==> src/rtl/gp_timer_pkg.sv <==
package gp_timer_pkg;
  localparam int DATA_W = 32;
  localparam int IEN_W  = 6;

  // register word offsets
  localparam int OFF_CTRL = 0;
  localparam int OFF_PRE  = 1;
  localparam int OFF_STAT = 2;
  localparam int OFF_IEN  = 3;
  localparam int OFF_CMP  = 4;
  localparam int OFF_CNT  = 9;

  // control bit positions
  localparam int CB_EN    = 0;
  localparam int CB_ENMOD = 1;
  localparam int CB_SRC_LO = 6;
  localparam int CB_FREE  = 9;
  localparam int CB_SWR   = 15;

  // status / enable bit positions
  localparam int ST_CMP = 0;
  localparam int ST_ROV = 5;

  // bits a soft reset keeps, bits that always read zero
  localparam logic [DATA_W-1:0] CTRL_SWR_KEEP = 32'hFFFF_FFE2;
  localparam logic [DATA_W-1:0] CTRL_STORED   = 32'hFFFF_03FF;

  typedef enum logic [1:0] {ROUTE_NONE, ROUTE_FAST, ROUTE_SLOW} tick_route_e;

  function automatic tick_route_e route_of(input logic [2:0] src);
    case (src)
      3'b001, 3'b010: route_of = ROUTE_FAST;
      3'b100:         route_of = ROUTE_SLOW;
      default:        route_of = ROUTE_NONE;
    endcase
  endfunction
endpackage

==> src/rtl/gp_timer_tick.sv <==
module gp_timer_tick
  import gp_timer_pkg::*;
#(
  parameter int PRE_W = 12
) (
  input  logic             clk,
  input  logic             rst,
  input  logic             run,
  input  logic             clr,
  input  logic [2:0]       src,
  input  logic             tick_fast,
  input  logic             tick_slow,
  input  logic [PRE_W-1:0] pre,
  output logic             adv
);
  logic [PRE_W-1:0] div_q;
  logic             tick_sel;

  always_comb begin
    case (route_of(src))
      ROUTE_FAST: tick_sel = tick_fast;
      ROUTE_SLOW: tick_sel = tick_slow;
      default:    tick_sel = 1'b0;
    endcase
  end

  assign adv = run & tick_sel & (div_q == pre);

  always_ff @(posedge clk) begin
    if (rst || clr) begin
      div_q <= '0;
    end else if (run && tick_sel) begin
      div_q <= (div_q == pre) ? '0 : div_q + 1'b1;
    end
  end
endmodule

==> src/rtl/gp_timer_count.sv <==
module gp_timer_count #(
  parameter int CNT_W = 32
) (
  input  logic             clk,
  input  logic             rst,
  input  logic             adv,
  input  logic             free_run,
  input  logic             clear,
  input  logic [CNT_W-1:0] cmp,
  output logic [CNT_W-1:0] cnt,
  output logic             hit_cmp,
  output logic             hit_wrap
);
  logic [CNT_W-1:0] cnt_q;
  logic             at_cmp;
  logic             at_top;

  assign at_cmp   = (cnt_q == cmp);
  assign at_top   = &cnt_q;
  assign hit_cmp  = adv & at_cmp;
  assign hit_wrap = adv & free_run & at_top;
  assign cnt      = cnt_q;

  always_ff @(posedge clk) begin
    if (rst || clear) begin
      cnt_q <= '0;
    end else if (adv) begin
      if (!free_run && at_cmp) cnt_q <= '0;
      else                     cnt_q <= cnt_q + 1'b1;
    end
  end
endmodule

==> src/rtl/gp_timer.sv <==
module gp_timer
  import gp_timer_pkg::*;
#(
  parameter int CNT_W  = 32,
  parameter int PRE_W  = 12,
  parameter int ADDR_W = 4
) (
  input  logic              clk,
  input  logic              rst,
  input  logic              tick_fast,
  input  logic              tick_slow,
  input  logic              bus_wr,
  input  logic [ADDR_W-1:0] bus_addr,
  input  logic [DATA_W-1:0] bus_wdata,
  output logic [DATA_W-1:0] bus_rdata,
  output logic              irq
);
  localparam logic [ADDR_W-1:0] A_CTRL = ADDR_W'(OFF_CTRL);
  localparam logic [ADDR_W-1:0] A_PRE  = ADDR_W'(OFF_PRE);
  localparam logic [ADDR_W-1:0] A_STAT = ADDR_W'(OFF_STAT);
  localparam logic [ADDR_W-1:0] A_IEN  = ADDR_W'(OFF_IEN);
  localparam logic [ADDR_W-1:0] A_CMP  = ADDR_W'(OFF_CMP);
  localparam logic [ADDR_W-1:0] A_CNT  = ADDR_W'(OFF_CNT);

  logic [DATA_W-1:0] ctrl_q;
  logic [PRE_W-1:0]  pre_q;
  logic [IEN_W-1:0]  ien_q;
  logic [CNT_W-1:0]  cmp_q;
  logic              flag_cmp_q;
  logic              flag_rov_q;
  logic              irq_q;
  logic [DATA_W-1:0] rdata_q;

  logic [CNT_W-1:0]  cnt_q;
  logic              adv;
  logic              hit_cmp;
  logic              hit_wrap;

  logic wr_ctrl, wr_pre, wr_stat, wr_ien, wr_cmp;
  logic soft_rst, en_rise, cnt_clear;

  assign wr_ctrl = bus_wr && (bus_addr == A_CTRL);
  assign wr_pre  = bus_wr && (bus_addr == A_PRE);
  assign wr_stat = bus_wr && (bus_addr == A_STAT);
  assign wr_ien  = bus_wr && (bus_addr == A_IEN);
  assign wr_cmp  = bus_wr && (bus_addr == A_CMP);

  assign soft_rst  = wr_ctrl && bus_wdata[CB_SWR];
  assign en_rise   = wr_ctrl && !soft_rst && !ctrl_q[CB_EN] && bus_wdata[CB_EN];
  assign cnt_clear = soft_rst
                   || (en_rise && bus_wdata[CB_ENMOD])
                   || (wr_cmp && !ctrl_q[CB_FREE]);

  gp_timer_tick #(.PRE_W(PRE_W)) u_tick (
    .clk       (clk),
    .rst       (rst),
    .run       (ctrl_q[CB_EN]),
    .clr       (soft_rst || wr_pre),
    .src       (ctrl_q[CB_SRC_LO+2:CB_SRC_LO]),
    .tick_fast (tick_fast),
    .tick_slow (tick_slow),
    .pre       (pre_q),
    .adv       (adv)
  );

  gp_timer_count #(.CNT_W(CNT_W)) u_count (
    .clk      (clk),
    .rst      (rst),
    .adv      (adv),
    .free_run (ctrl_q[CB_FREE]),
    .clear    (cnt_clear),
    .cmp      (cmp_q),
    .cnt      (cnt_q),
    .hit_cmp  (hit_cmp),
    .hit_wrap (hit_wrap)
  );

  // configuration registers
  always_ff @(posedge clk) begin
    if (rst) begin
      ctrl_q <= '0;
      pre_q  <= '0;
      ien_q  <= '0;
      cmp_q  <= '1;
    end else if (soft_rst) begin
      ctrl_q <= ctrl_q & CTRL_SWR_KEEP;
      pre_q  <= '0;
      ien_q  <= '0;
      cmp_q  <= '1;
    end else begin
      if (wr_ctrl) ctrl_q <= bus_wdata & CTRL_STORED;
      if (wr_pre)  pre_q  <= bus_wdata[PRE_W-1:0];
      if (wr_ien)  ien_q  <= bus_wdata[IEN_W-1:0];
      if (wr_cmp)  cmp_q  <= bus_wdata[CNT_W-1:0];
    end
  end

  // event flags: a new event outranks a same-cycle clear
  always_ff @(posedge clk) begin
    if (rst || soft_rst) begin
      flag_cmp_q <= 1'b0;
      flag_rov_q <= 1'b0;
    end else begin
      flag_cmp_q <= hit_cmp  | (flag_cmp_q & ~(wr_stat & bus_wdata[ST_CMP]));
      flag_rov_q <= hit_wrap | (flag_rov_q & ~(wr_stat & bus_wdata[ST_ROV]));
    end
  end

  always_ff @(posedge clk) begin
    if (rst) irq_q <= 1'b0;
    else     irq_q <= ctrl_q[CB_EN] & ((flag_cmp_q & ien_q[ST_CMP]) |
                                       (flag_rov_q & ien_q[ST_ROV]));
  end

  // registered read port
  logic [DATA_W-1:0] stat_word;
  always_comb begin
    stat_word         = '0;
    stat_word[ST_CMP] = flag_cmp_q;
    stat_word[ST_ROV] = flag_rov_q;
  end

  always_ff @(posedge clk) begin
    if (rst) begin
      rdata_q <= '0;
    end else begin
      case (bus_addr)
        A_CTRL:  rdata_q <= ctrl_q;
        A_PRE:   rdata_q <= DATA_W'(pre_q);
        A_STAT:  rdata_q <= stat_word;
        A_IEN:   rdata_q <= DATA_W'(ien_q);
        A_CMP:   rdata_q <= DATA_W'(cmp_q);
        A_CNT:   rdata_q <= DATA_W'(cnt_q);
        default: rdata_q <= '0;
      endcase
    end
  end

  assign bus_rdata = rdata_q;
  assign irq       = irq_q;
endmodule

==> config.mk <==
export PLATFORM = sky130hd
export DESIGN_NAME = gp_timer
export DESIGN_NICKNAME = d
export VERILOG_FILES = /design/src/rtl/gp_timer_pkg.sv /design/src/rtl/gp_timer_tick.sv /design/src/rtl/gp_timer_count.sv /design/src/rtl/gp_timer.sv
export SDC_FILE = /design/constraint.sdc
export NUM_CORES = 1
export LEC_CHECK = 0
export CORE_UTILIZATION = 54
export DETAILED_ROUTE_END_ITERATION = 12
export MAX_ROUTING_LAYER = met4
export PLACE_DENSITY = 0.78
export SKIP_LAST_GASP = 1
export SYNTH_ARGS = -nofsm -noshare
export SYNTH_HDL_FRONTEND = slang
export SYNTH_SLANG_ARGS = --single-unit
==> constraint.sdc <==
create_clock -name clk -period 5.1 [get_ports clk]
set_clock_uncertainty 0.05 [all_clocks]
set_input_delay 1.02 -clock clk [delete_from_list [all_inputs] [get_ports clk]]
set_output_delay 1.02 -clock clk [all_outputs]
set_load 0.01 [all_outputs]
==> results.yml <==
global_route:
  grt_antenna_before_repair: 0
  grt_start_max_net_pins: 65
  grt_pass1_vias: 6120
  grt_usage_pct: 31.2
  grt_pass1_wl_mm: 31.2
  grt_overflow: 0
synth:
  ys_warn_count: 0
  ys.flop_type: "dfxtp_1"
  synth.area.top_cells: "dfxtp_1 (45%), nand2_1 (9.2%), xor2_1 (5.4%)"
  netlist_area_sq_um: 6970
  synthArstFlopShare_pct: 0
  ys_types: 47
  syn-num-nets: 870
  yosysTopAreaCell: "dfxtp_1"
  synth_cells: 825
  syn_area_per_cell_sq_um: 8.45
  ys_seq_area_share_pct: 44.5
  ys_ff_latch: 155
  synth_edf_count: 0
  yosysTopAreaCellShare_pct: 44.5
placement:
  dp_hpwl_mm: 13.3
  placed_cells: 1020
  gp_congestion: 0.911
  port_buffers: 73
sta:
  fin_crit_ps: 3470
  min_period_over_period_pct: 68.0
  worst_pin_slew_ps: 1060
  clock.fmax_mhz: 289
  setup_viol: 0
  hold_viol: 0
  rsz0062_at_grt: "false"
  tns_ps: 0
  slew_headroom_pct: 29.4
  slew_viol_final: 0
finish:
  n_fill_cell: 1023
  post-route-util_pct: 66.9
  antennaDiodeCount: 0
  drive_gt1_share_pct: 7.84
  layoutNonFillerInstCount: 1052
  layout_commonest_cell: "nand2_1"
  layout_common_cells: "nand2_1 (171), dfxtp_1 (155), clkdlybuf4s50_1 (73), nand3_1 (60), a21oi_1 (50)"
  syn2layout_area_growth_pct: 21.2
  finalNetCount: 912
clocking:
  clockBufferDepth: 2
  insertion_delay_ps: 430
  clkTransAtPathRegs_ps: 60
  cts_setup_buffers: 0
  cts_tree: "done"
  cts_buffers: 17
  h-tree-depth: 4
  hold_buffers: 0
  cts-resized-gates: 0
  root_buffer: "clkbuf_16"
  cts_num_sinks: 155
setup_path:
  r2r_start: "ctrl_q[7]"
  crit_start: "ctrl_q[7]"
  path_max_fanout: 20
  crit_required_ps: 5340
  critPathLaunchType: "register"
  critPathKind: "register to register"
  crit_arrival_ps: 3710
  end_kind: "register"
floorplan:
  placementRows: 41
  die_h_microns: 116
  initial_core_util_pct: 55.2
  io_pins: 74
  core_area_sq_um: 12600
  die_area_sq_um: 13400
  die_w_microns: 116
power:
  p_leak_nw: 2.78
  power.density_nw_per_um2: 323
  ir_worst_vdd_mv: 0.272
min_path:
  hp-start: "ien_q[2]"
  hold_class: "register to register"
outcome:
  run_status: "finished, final reports clean"
route:
  first_pass_iters: 7
  route.detailed.drc: 0
  vias: 6670
  finalWirelength_mm: 19.6
  viasPerCell: 6.34
  ant_nets: 0
  routedWlPerCell_microns: 18.6
  drt_iter0_markers: 743
flow_run:
  cap_violations: 0
[flip-flops by register name, summed over array words and instances, names as in the netlist]
register	flops
cmp_q	32
flag_rov_q	1
ien_q	6
bus_rdata	32
flag_cmp_q	1
u_tick.div_q	12
irq	1
u_count.cnt	32
ctrl_q	26
pre_q	12
[critical path, cell delays in order, from the launching register on]
cell,delay (ps)
dfxtp_1,400
xor2_1,150
nor2b_1,200
ha_1,250
nand2b_1,230
or2_2,350
nor4_1,490
nor4b_4,880
buf_12,260
a211oi_1,70
[through the flow]
stage	power (mW)	worst slack, ps	cell area (sq um)	hold slack [ps]
2_1_floorplan	1.32	2110	6970	386
3_3_place_gp	1.39	1330	7810	392
3_5_place_dp	1.39	1250	7810	397
4_1_cts	2.73	1650	8450	406
5_1_grt	2.79	1460	8450	422
6_report	2.73	1630	8450	407
[layout make-up]
cell class	count	area, sq um	share of cell area, %
multi-input cells	601	3630	42.9
flip-flops and latches	155	3100	36.7
repair buffers	87	848	10.0
clock buffers	21	470	5.57
well taps	172	215	2.55
clock inverters	11	165	1.95
inverters	5	18.8	0.222
[layer usage]
metal,GRT usage (%),part of all wire [%],vias to the layer above
li1,-,-,3073
met1,41.6,42,3205
met2,46.7,46,343
met3,6.69,9.2,49
met4,11.3,2.3,0
met5,-,0,-
[power by group]
part           switching (mW)  internal (mW)  total [mW]
Combinational          0.0782         0.0579       0.136
Sequential            0.00952           1.22        1.23
Clock                   0.503          0.856        1.36
Total                   0.590           2.14        2.73
[cells in the mapped netlist (8+ instances only)]
| cell type | count |
|---|---|
| dfxtp_1 | 155 |
| a21oi_1 | 50 |
| xnor2_1 | 14 |
| o31ai_1 | 19 |
| a222oi_1 | 18 |
| nor2_1 | 39 |
| nand3_1 | 60 |
| a22oi_1 | 28 |
| or3_1 | 11 |
| a211oi_1 | 20 |
| clkbuf_1 | 54 |
| o21ai_0 | 11 |
| a31oi_1 | 8 |
| nand2_1 | 171 |
| nand4_1 | 14 |
| or4_1 | 22 |
| a211oi_2 | 11 |
| xor2_1 | 43 |
| nor4_1 | 12 |
[worst paths after layout]
check	endpoint	slack (ps)	cells past startpoint
worst max register to register	u_count.cnt[8]	1630	9
worst max-delay path	u_count.cnt[8]	1630	9
worst min register to register	ien_q[2]	410	2
worst min-delay path	ien_q[2]	410	2
[kinds of logic (layout without fill, tap and decap cells)]
| family | Yosys count | after routing | synth area share (%) |
|---|---|---|---|
| flops | 155 | 155 | 44.5 |
| xor+xnor | 57 | 57 | 7.16 |
| simple gates | 370 | 370 | 25.8 |
| fa+ha+maj | 4 | 4 | 0.718 |
| mux | 1 | 1 | 0.144 |
| compound gates | 169 | 169 | 17.4 |
| buf+inv | 69 | 124 | 4.25 |
(Power assumes the default switching activity.)
